**config.mk**
```make
export PLATFORM = sky130hd
export DESIGN_NAME = ckpt_remap_table
export DESIGN_NICKNAME = d
export VERILOG_FILES = /design/src/rtl/ckrt_pkg.sv /design/src/rtl/ckrt_slot_alloc.sv /design/src/rtl/ckrt_tag_match.sv /design/src/rtl/ckrt_commit_seq.sv /design/src/rtl/ckpt_remap_table.sv
export SDC_FILE = /design/constraint.sdc
export NUM_CORES = 2
export LEC_CHECK = 0
export BUFFER_PORTS_ARGS = -buffer_cell sky130_fd_sc_hd__buf_2
export CAP_MARGIN = 20
export CORE_ASPECT_RATIO = 1.75
export CORE_MARGIN = 3
export CORE_UTILIZATION = 55
export DETAILED_ROUTE_END_ITERATION = 10
export PLACE_DENSITY = 0.82
export SYNTH_ARGS = -nofsm -noshare
export SYNTH_HDL_FRONTEND = slang
export SYNTH_SLANG_ARGS = --single-unit
```
**constraint.sdc**
```tcl
create_clock -name clk -period 13.06 [get_ports clk]
set_clock_uncertainty 0.15 [all_clocks]
set_input_delay 1.959 -clock clk [delete_from_list [all_inputs] [get_ports clk]]
set_output_delay 1.959 -clock clk [all_outputs]
set_load 0.03 [all_outputs]
```
**src/rtl/ckrt_pkg.sv**
```systemverilog
// Shared types for the checkpointing remap table.
package ckrt_pkg;

    // What a write does to the entry it targets
    typedef enum logic [1:0] {
        WK_NEW      = 2'd0,  // untracked tag: claim an entry and a slot
        WK_IN_PLACE = 2'd1,  // already written this epoch: reuse working slot
        WK_REMAP    = 2'd2,  // committed block: fresh working slot
        WK_FOLD     = 2'd3   // block awaiting the walk: commit inline, then remap
    } wr_kind_e;

endpackage

```
**src/rtl/ckrt_slot_alloc.sv**
```systemverilog
// Free-slot pool kept as a bitmap.
// Grants the lowest-numbered free slot. Any number of slots may be
// returned in one cycle. Assumes take_mask is either zero or equal to
// grant_mask, and that free_mask only names slots that are in use.
module ckrt_slot_alloc #(
    parameter int SLOTS  = 32,
    localparam int SLOT_W = $clog2(SLOTS)
)(
    input  logic              clk,
    input  logic              rst_n,
    input  logic [SLOTS-1:0]  take_mask,
    input  logic [SLOTS-1:0]  free_mask,
    output logic              avail,
    output logic [SLOT_W-1:0] grant_idx,
    output logic [SLOTS-1:0]  grant_mask
);

    logic [SLOTS-1:0] free_map;

    // Pick the lowest set bit of the free map
    always_comb begin
        grant_idx = '0;
        for (int k = SLOTS - 1; k >= 0; k--) begin
            if (free_map[k]) grant_idx = SLOT_W'(k);
        end
        avail      = |free_map;
        grant_mask = avail ? (SLOTS'(1) << grant_idx) : '0;
    end

    // Pool update: remove the granted slot, add the returned slots
    always_ff @(posedge clk) begin
        if (!rst_n) free_map <= '1;
        else        free_map <= (free_map & ~take_mask) | free_mask;
    end

endmodule

```
**src/rtl/ckrt_tag_match.sv**
```systemverilog
// Fully associative lookup over the entry tags.
// Returns the matching entry (at most one by construction of the table)
// and the lowest-numbered invalid entry for new tags.
module ckrt_tag_match #(
    parameter int ENTRIES = 16,
    parameter int TAG_W   = 20,
    localparam int IDX_W  = (ENTRIES > 1) ? $clog2(ENTRIES) : 1
)(
    input  logic [ENTRIES-1:0]            valid_vec,
    input  logic [ENTRIES-1:0][TAG_W-1:0] tag_vec,
    input  logic [TAG_W-1:0]              key,
    output logic                          hit,
    output logic [IDX_W-1:0]              hit_idx,
    output logic                          room,
    output logic [IDX_W-1:0]              room_idx
);

    logic [ENTRIES-1:0] match;

    // Per-entry comparators
    for (genvar g = 0; g < ENTRIES; g++) begin : g_cmp
        assign match[g] = valid_vec[g] && (tag_vec[g] == key);
    end

    // Encode the match and the first free entry
    always_comb begin
        hit_idx  = '0;
        room_idx = '0;
        for (int k = ENTRIES - 1; k >= 0; k--) begin
            if (match[k])      hit_idx  = IDX_W'(k);
            if (!valid_vec[k]) room_idx = IDX_W'(k);
        end
        hit  = |match;
        room = ~&valid_vec;
    end

endmodule

```
**src/rtl/ckrt_commit_seq.sv**
```systemverilog
// Epoch counter and commit/recovery sequencer.
// A commit advances the epoch at once and walks the entries one per cycle.
// A commit or recovery that arrives during a walk is held. Held commits
// run before a held recovery. Recovery is applied in a single cycle.
module ckrt_commit_seq #(
    parameter int ENTRIES = 16,
    parameter int EPOCH_W = 3,
    localparam int IDX_W  = (ENTRIES > 1) ? $clog2(ENTRIES) : 1
)(
    input  logic               clk,
    input  logic               rst_n,
    input  logic               commit_req,
    input  logic               recover_req,
    output logic               walking,
    output logic [IDX_W-1:0]   walk_idx,
    output logic [EPOCH_W-1:0] cur_ep,
    output logic [EPOCH_W-1:0] commit_ep,
    output logic               rec_apply,
    output logic               busy
);

    logic cpend;
    logic rpend;
    logic want_commit;
    logic last;

    // Decode pending work
    always_comb begin
        want_commit = commit_req || cpend;
        last        = (walk_idx == IDX_W'(ENTRIES - 1));
        rec_apply   = (recover_req || rpend) && !walking && !want_commit;
        busy        = walking || cpend || rpend;
    end

    // Walk progress, epoch advance and held commit
    always_ff @(posedge clk) begin
        if (!rst_n) begin
            walking   <= 1'b0;
            walk_idx  <= '0;
            cur_ep    <= '0;
            commit_ep <= '0;
            cpend     <= 1'b0;
        end else if (walking && !last) begin
            walk_idx <= walk_idx + 1'b1;
            cpend    <= cpend || commit_req;
        end else if (want_commit) begin
            walking   <= 1'b1;
            walk_idx  <= '0;
            commit_ep <= cur_ep;
            cur_ep    <= cur_ep + 1'b1;
            cpend     <= 1'b0;
        end else begin
            walking <= 1'b0;
        end
    end

    // Held recovery flag
    always_ff @(posedge clk) begin
        if (!rst_n) rpend <= 1'b0;
        else        rpend <= (rpend || recover_req) && !rec_apply;
    end

endmodule

```
**src/rtl/ckpt_remap_table.sv**
```systemverilog
// Checkpointing block-remap translation table (top).
// Each entry tracks one block: a working slot, a checkpoint slot, a flag
// for an existing checkpoint, a pending flag and the epoch of the last
// write. Writes are steered to fresh slots. The commit walk and recovery
// retire slots to the pool. Assumes the slot contents live elsewhere; this
// block only decides slot numbers.
module ckpt_remap_table
    import ckrt_pkg::*;
#(
    parameter int ENTRIES = 16,
    parameter int SLOTS   = 32,
    parameter int TAG_W   = 20,
    parameter int EPOCH_W = 3,
    localparam int SLOT_W = $clog2(SLOTS)
)(
    input  logic              clk,
    input  logic              rst_n,
    input  logic              req_valid,
    input  logic              req_write,
    input  logic [TAG_W-1:0]  req_tag,
    output logic              req_ready,
    output logic              rsp_valid,
    output logic              rsp_hit,
    output logic [SLOT_W-1:0] rsp_slot,
    input  logic              commit_req,
    input  logic              recover_req,
    output logic              busy
);

    localparam int IDX_W = (ENTRIES > 1) ? $clog2(ENTRIES) : 1;

    typedef struct packed {
        logic               valid;
        logic [TAG_W-1:0]   tag;
        logic [SLOT_W-1:0]  wslot;
        logic [SLOT_W-1:0]  cslot;
        logic               cvalid;
        logic               pend;
        logic [EPOCH_W-1:0] wep;
    } ent_t;

    ent_t ents     [ENTRIES];
    ent_t ents_nxt [ENTRIES];

    logic [ENTRIES-1:0]            valid_vec;
    logic [ENTRIES-1:0][TAG_W-1:0] tag_vec;
    logic                          hit;
    logic                          room;
    logic [IDX_W-1:0]              hit_idx;
    logic [IDX_W-1:0]              room_idx;
    logic [IDX_W-1:0]              tgt_idx;

    logic                          walking;
    logic [IDX_W-1:0]              walk_idx;
    logic [EPOCH_W-1:0]            cur_ep;
    logic [EPOCH_W-1:0]            commit_ep;
    logic                          rec_apply;

    logic                          avail;
    logic [SLOT_W-1:0]             grant_idx;
    logic [SLOTS-1:0]              grant_mask;
    logic [SLOTS-1:0]              alloc_mask;
    logic [SLOTS-1:0]              free_mask;

    wr_kind_e                      kind;
    logic                          need_slot;
    logic                          acc;
    logic                          wr_acc;
    logic [SLOT_W-1:0]             res_slot;

    // Flatten entry state for the lookup
    for (genvar g = 0; g < ENTRIES; g++) begin : g_flat
        assign valid_vec[g] = ents[g].valid;
        assign tag_vec[g]   = ents[g].tag;
    end

    ckrt_tag_match #(.ENTRIES(ENTRIES), .TAG_W(TAG_W)) u_match (
        .valid_vec (valid_vec),
        .tag_vec   (tag_vec),
        .key       (req_tag),
        .hit       (hit),
        .hit_idx   (hit_idx),
        .room      (room),
        .room_idx  (room_idx)
    );

    ckrt_commit_seq #(.ENTRIES(ENTRIES), .EPOCH_W(EPOCH_W)) u_seq (
        .clk         (clk),
        .rst_n       (rst_n),
        .commit_req  (commit_req),
        .recover_req (recover_req),
        .walking     (walking),
        .walk_idx    (walk_idx),
        .cur_ep      (cur_ep),
        .commit_ep   (commit_ep),
        .rec_apply   (rec_apply),
        .busy        (busy)
    );

    ckrt_slot_alloc #(.SLOTS(SLOTS)) u_alloc (
        .clk        (clk),
        .rst_n      (rst_n),
        .take_mask  (alloc_mask),
        .free_mask  (free_mask),
        .avail      (avail),
        .grant_idx  (grant_idx),
        .grant_mask (grant_mask)
    );

    // Classify the write against the targeted entry
    always_comb begin
        if (!hit)
            kind = WK_NEW;
        else if (ents[hit_idx].pend && ents[hit_idx].wep == cur_ep)
            kind = WK_IN_PLACE;
        else if (ents[hit_idx].pend)
            kind = WK_FOLD;
        else
            kind = WK_REMAP;
    end

    // Acceptance and slot consumption
    always_comb begin
        need_slot  = (kind != WK_IN_PLACE);
        req_ready  = !rec_apply &&
                     (!req_write || ((!need_slot || avail) && (hit || room)));
        acc        = req_valid && req_ready;
        wr_acc     = acc && req_write;
        alloc_mask = (wr_acc && need_slot) ? grant_mask : '0;
        tgt_idx    = hit ? hit_idx : room_idx;
    end

    // Slot reported in the response
    always_comb begin
        if (!req_write)
            res_slot = !hit ? '0 :
                       (ents[hit_idx].pend ? ents[hit_idx].wslot : ents[hit_idx].cslot);
        else if (kind == WK_IN_PLACE)
            res_slot = ents[hit_idx].wslot;
        else
            res_slot = grant_idx;
    end

    // Next entry state from recovery, the write and the commit walk
    always_comb begin
        free_mask = '0;
        for (int i = 0; i < ENTRIES; i++) begin
            ents_nxt[i] = ents[i];
            if (rec_apply) begin
                if (ents[i].valid && ents[i].pend) begin
                    free_mask[ents[i].wslot] = 1'b1;
                    ents_nxt[i].pend = 1'b0;
                    if (ents[i].cvalid) ents_nxt[i].wslot = ents[i].cslot;
                    else                ents_nxt[i].valid = 1'b0;
                end
            end else if (wr_acc && tgt_idx == IDX_W'(i)) begin
                unique case (kind)
                    WK_NEW: begin
                        ents_nxt[i].valid  = 1'b1;
                        ents_nxt[i].tag    = req_tag;
                        ents_nxt[i].wslot  = grant_idx;
                        ents_nxt[i].cslot  = grant_idx;
                        ents_nxt[i].cvalid = 1'b0;
                        ents_nxt[i].pend   = 1'b1;
                        ents_nxt[i].wep    = cur_ep;
                    end
                    WK_IN_PLACE: begin
                        ents_nxt[i].wep = cur_ep;
                    end
                    WK_REMAP: begin
                        ents_nxt[i].wslot = grant_idx;
                        ents_nxt[i].pend  = 1'b1;
                        ents_nxt[i].wep   = cur_ep;
                    end
                    WK_FOLD: begin
                        if (ents[i].cvalid) free_mask[ents[i].cslot] = 1'b1;
                        ents_nxt[i].cslot  = ents[i].wslot;
                        ents_nxt[i].cvalid = 1'b1;
                        ents_nxt[i].wslot  = grant_idx;
                        ents_nxt[i].pend   = 1'b1;
                        ents_nxt[i].wep    = cur_ep;
                    end
                endcase
            end else if (walking && walk_idx == IDX_W'(i) && ents[i].valid &&
                         ents[i].pend && ents[i].wep == commit_ep) begin
                if (ents[i].cvalid) free_mask[ents[i].cslot] = 1'b1;
                ents_nxt[i].cslot  = ents[i].wslot;
                ents_nxt[i].cvalid = 1'b1;
                ents_nxt[i].pend   = 1'b0;
            end
        end
    end

    // Entry storage
    always_ff @(posedge clk) begin
        for (int i = 0; i < ENTRIES; i++) begin
            if (!rst_n) ents[i] <= '0;
            else        ents[i] <= ents_nxt[i];
        end
    end

    // Registered response
    always_ff @(posedge clk) begin
        if (!rst_n) begin
            rsp_valid <= 1'b0;
            rsp_hit   <= 1'b0;
            rsp_slot  <= '0;
        end else begin
            rsp_valid <= acc;
            rsp_hit   <= acc && hit;
            rsp_slot  <= acc ? res_slot : '0;
        end
    end

endmodule

```
==> flow_summary.toml, run 1 <==
[status]
status = "did not finish"
lastStage = "global routing (5_1_grt)"
firstError = "[ERROR GRT-0116] Global routing finished with congestion. Check the congestion regions in the DRC Viewer."

[grt]
grt_pass1_wl_um = 505000
grt_max_degree = 167
grt_usage_pct = 78.9
grt_overflow = 1227
grt_pass1_vias = 63691

[placement]
gp_congestion = 1.22
io_buffers = 34
hpwl_um = 203000

[clocking]
cts_resized = 0
numCtsBuffers = 57
holdBufCountCts = 0
post_cts_buffers = 0
cts.sink_count = 628
h-tree-depth = 2
cts_buffer_depth = 3
root_buffer = "clkbuf_16"

[synthesis]
syn_area_mm2 = 0.0442
synth_seq_area_share_pct = 28.4
async_flop_share_pct = 0
synth_top_cell_by_area = "dfxtp_1"
syn_nets = 6172
synth_edf_count = 0
synth.avg_cell_area_um2 = 7.20
syn_inst = 6141
synth_top_area_share_pct = 28.4
ys_ff_latch = 628
yosysWarnings = 0
synthFlopType = "dfxtp_1"
synth.area.top_cells = "dfxtp_1, nand2_1, xnor2_1"
ys_types = 118

[die]
start_util_pct = 55.9
io_pins = 35
die_y_um = 381
rows = 136
dieWidth_um = 220
## logic make-up after synthesis
family / after synthesis / synth area share, %
AND/OR/NAND/NOR: 2789 / 30.4
AO/OA/AOI/OAI: 1592 / 23.9
flip-flops: 628 / 28.4
buffers and inverters: 573 / 5.58
XOR/XNOR: 377 / 7.49
multiplexers: 177 / 4.13
adder cells (fa/ha/maj): 5 / 0.142
## per-stage QoR
step / utilization (%) / instances / setup WS, ps / area (um2) / hold slack, ps
CTS: 59.4 / 6988 / 2630 / 47000 / 319
detailed placement: 56.8 / 6880 / 2510 / 45000 / 307
global placement: 56.7 / 6873 / 2560 / 44900 / 302
floorplan: - / 6141 / 4700 / 44200 / 293
## synthesized netlist by cell type (20+ instances only)
library cell,n
nand2_1,1163
dfxtp_1,628
nor2_1,515
a21oi_1,440
clkbuf_1,405
xnor2_1,295
o22ai_1,249
nand3_1,204
o21ai_0,186
nand4_1,174
mux2i_1,148
nor3_1,138
a211oi_1,108
nor4_1,87
xor2_1,81
a22oi_1,79
o211ai_1,79
nand3b_1,78
or3_1,65
inv_1,58
buf_2,54
a221oi_1,49
a31oi_1,49
and3_1,49
or3b_2,49
nor3b_1,48
nor2b_1,35
o221ai_1,35
o21ai_1,31
buf_6,30
o31ai_1,29
a311oi_1,28
o2111ai_1,28
or2_2,27
mux2_2,26
nand2b_1,24
and4_1,20
## layer usage
layer,overflow,GRT usage [%]
met3,20,61.5
met2,783,96.3
met4,416,80.6
met5,2,20.8
met1,6,78.8
==> run 2, diff against run 1 <==
--- a/config.mk
+++ b/config.mk
@@ -7,11 +7,10 @@
 export LEC_CHECK = 0
 export BUFFER_PORTS_ARGS = -buffer_cell sky130_fd_sc_hd__buf_2
 export CAP_MARGIN = 20
-export CORE_ASPECT_RATIO = 1.75
 export CORE_MARGIN = 3
-export CORE_UTILIZATION = 55
+export CORE_UTILIZATION = 40
 export DETAILED_ROUTE_END_ITERATION = 10
-export PLACE_DENSITY = 0.82
+export PLACE_DENSITY_LB_ADDON = 0.15
 export SYNTH_ARGS = -nofsm -noshare
 export SYNTH_HDL_FRONTEND = slang
 export SYNTH_SLANG_ARGS = --single-unit
==> run 2 against run 1 <==
Net effect:
- the flow now finishes, with violations (max-slew violations)
- synthesized area stayed put
- synthesized cell count stayed put
==> flow_summary.toml, run 2 <==
[status]
status = "complete, but fails checks"
violations = "max-slew violations"

[synthesis]
syn_nets = 6172
yosysWarnings = 0
synthFlopType = "dfxtp_1"
synth_edf_count = 0
synthTopCellsByCount = "nand2_1, dfxtp_1, nor2_1"
synth.most_common_cell = "nand2_1"
syn_area_mm2 = 0.0442
synth.avg_cell_area_um2 = 7.20
ys_ff_latch = 628
synth_top_area_share_pct = 28.4
syn_inst = 6141
synth.area.top_cells = "dfxtp_1, nand2_1, xnor2_1"
ys_types = 118
synth_top_cell_by_area = "dfxtp_1"
async_flop_share_pct = 0
synth_seq_area_share_pct = 28.4

[routing]
firstDrtPassIters = 6
wl_per_cell_um = 36.9
ant_nets = 0
drt_iter0_markers = 8409
via_per_inst = 7.01
routed_wl_um = 276000
vias = 52446
route.detailed.drc = 0

[cells_and_area]
nets = 5970
largest_reg_flops = 576
layout_common_cells = "nand2_1, dfxtp_1, nor2_1"
fillers = 11266
syn_to_final_growth_pct = 8.96
reg_top3 = "ents: 576 flops, u_alloc.free_map: 32 flops, rsp_slot: 5 flops"
drive_gt1_share_pct = 9.37
final_common_cell = "nand2_1"
final_util_pct = 44.1
top_register = "ents"

[grt]
grt_max_degree = 99
grt_usage_pct = 45.8
grt_pass1_wl_um = 378000
grt_overflow = 0
grt_pass1_vias = 46845
antenna_found_initial = 12

[clocking]
clk_pin_slew_worst_paths_ps = 60
clkLatencyLatePin_ps = 690
holdBufCountCts = 0
cts_resized = 0
numCtsBuffers = 74
cts_tree = "yes"
cts.sink_count = 628
h-tree-depth = 3
post_cts_buffers = 0
cts_buffer_depth = 3
root_buffer = "clkbuf_16"

[sta]
rsz0062_at_grt = "false"
timing_hold_violations_final = 0
setup-tns-final_ps = 0
clock.fmax_mhz = 95.1
finalMaxSlewViolations = 1
period_share_pct = 80.6
slew_headroom_pct = -0.277
worst_slack_ps = 2540
fin_crit_ps = 10520
tightestPinTransition_ps = 1500
setup_viol = 0

[placement]
pre_cts_ws_ps = 2690
io_buffers = 34
gp_congestion = 1.12
hpwl_um = 208000

[die]
core_mm2 = 0.109
io_pins = 35
die_y_um = 338
start_util_pct = 40.4
dieWidth_um = 338
dieArea_mm2 = 0.115
rows = 121

[min_path]
hp-start = "ents[12][28]$_SDFFE_PN0P_"
hold_depth = 2
hold_end = "ents[12][28]$_SDFFE_PN0P_"
hold_class = "reg2reg"

[setup_path]
rr_endpoint = "u_alloc.free_map[21]$_SDFF_PN1_"
cp-start-kind = "input port"
cp.arrival_ps = 8410
reg2reg_depth = 20
critPathMaxFanout = 38
r2r_start = "ents[0][19]$_SDFFE_PN0P_"
reg2reg_slack_ps = 4690
worstSetupPathType = "in2out"
cp-end-kind = "primary output"
required_ps = 10950

[pwr]
power_density_mw_per_mm2 = 94.2
leakagePower_nw = 14.7
peakVddDrop_uv = 118
power_mw = 4.54

[job]
drv_cap = 0
-- run 2: cell counts after synthesis --
Identical to the previous run, type by type.
-- run 2: cell families (layout without fill, tap and decap cells) --
group,count (synthesis),in the layout,share of synthesized area [%]
compound gates,1592,1592,23.9
simple gates,2789,2789,30.4
mux,177,177,4.13
fa+ha+maj,5,5,0.142
buf+inv,573,427,5.58
other cells,0,9,0
xor+xnor,377,377,7.49
flops,628,628,28.4
-- run 2: power breakdown --
group | leakage, nW | internal, mW | switching [mW] | total [mW]
sequential | 5.06 | 1.93 | 0.0189 | 1.95
combinational | 8.40 | 0.102 | 0.300 | 0.402
clock | 1.24 | 1.26 | 0.928 | 2.19
-- run 2: critical path, cell delays in order --
cell,delay [ps]
buf_2,420
buf_4,420
xnor2_1,220
nand4_1,140
nor4_1,520
nand4_1,460
and3_1,330
o211a_1,250
nor2_4,700
nand2_1,100
and3_1,190
o32ai_1,640
nor3_2,170
o2111ai_4,250
buf_4,600
nand2_2,320
nand2_1,320
a21oi_1,140
buf_2,210
-- run 2: through the flow --
stage          cells  area [um2]  hold WS, ps
6_report        7480       48200          310
5_1_grt         7471       48100          328
3_5_place_dp    7332       45600          305
2_1_floorplan   6141       44200          293
3_3_place_gp    7326       45500          300
4_1_cts         7464       48100          313
-- run 2: cell type report --
cell class | instances | area (um2) | share of cell area, %
well taps | 1476 | 1850 | 3.83
clock inverters | 34 | 438 | 0.909
flip-flops and latches | 628 | 12600 | 26.1
inverters | 60 | 233 | 0.483
diodes | 9 | 22.5 | 0.0468
repair buffers | 235 | 1670 | 3.46
multi-input cells | 4940 | 29300 | 60.8
clock buffers | 98 | 2100 | 4.36
-- run 2: worst max-delay path by stage --
stage | startpoint | end | slack (ps)
after floorplan | req_tag[2] | req_ready | 4700
after global placement | req_tag[3] | u_alloc.free_map[13]$_SDFF_PN1_ | 2780
after detailed placement | req_tag[13] | u_alloc.free_map[13]$_SDFF_PN1_ | 2690
after CTS | req_tag[13] | req_ready | 2810
after global routing | req_tag[3] | req_ready | 2460
final | req_tag[4] | req_ready | 2540
-- run 2: metal layers --
metal,share of wire [%],wire [um],vias to the layer above,GRT usage (%)
li1,-,-,21923,-
met1,40,110000,25525,60.4
met2,40,109000,4086,64.4
met3,14,38500,906,17.0
met4,6.6,18200,6,24.4
met5,0.015,42,-,0
Power figures use the tool's default switching activity.
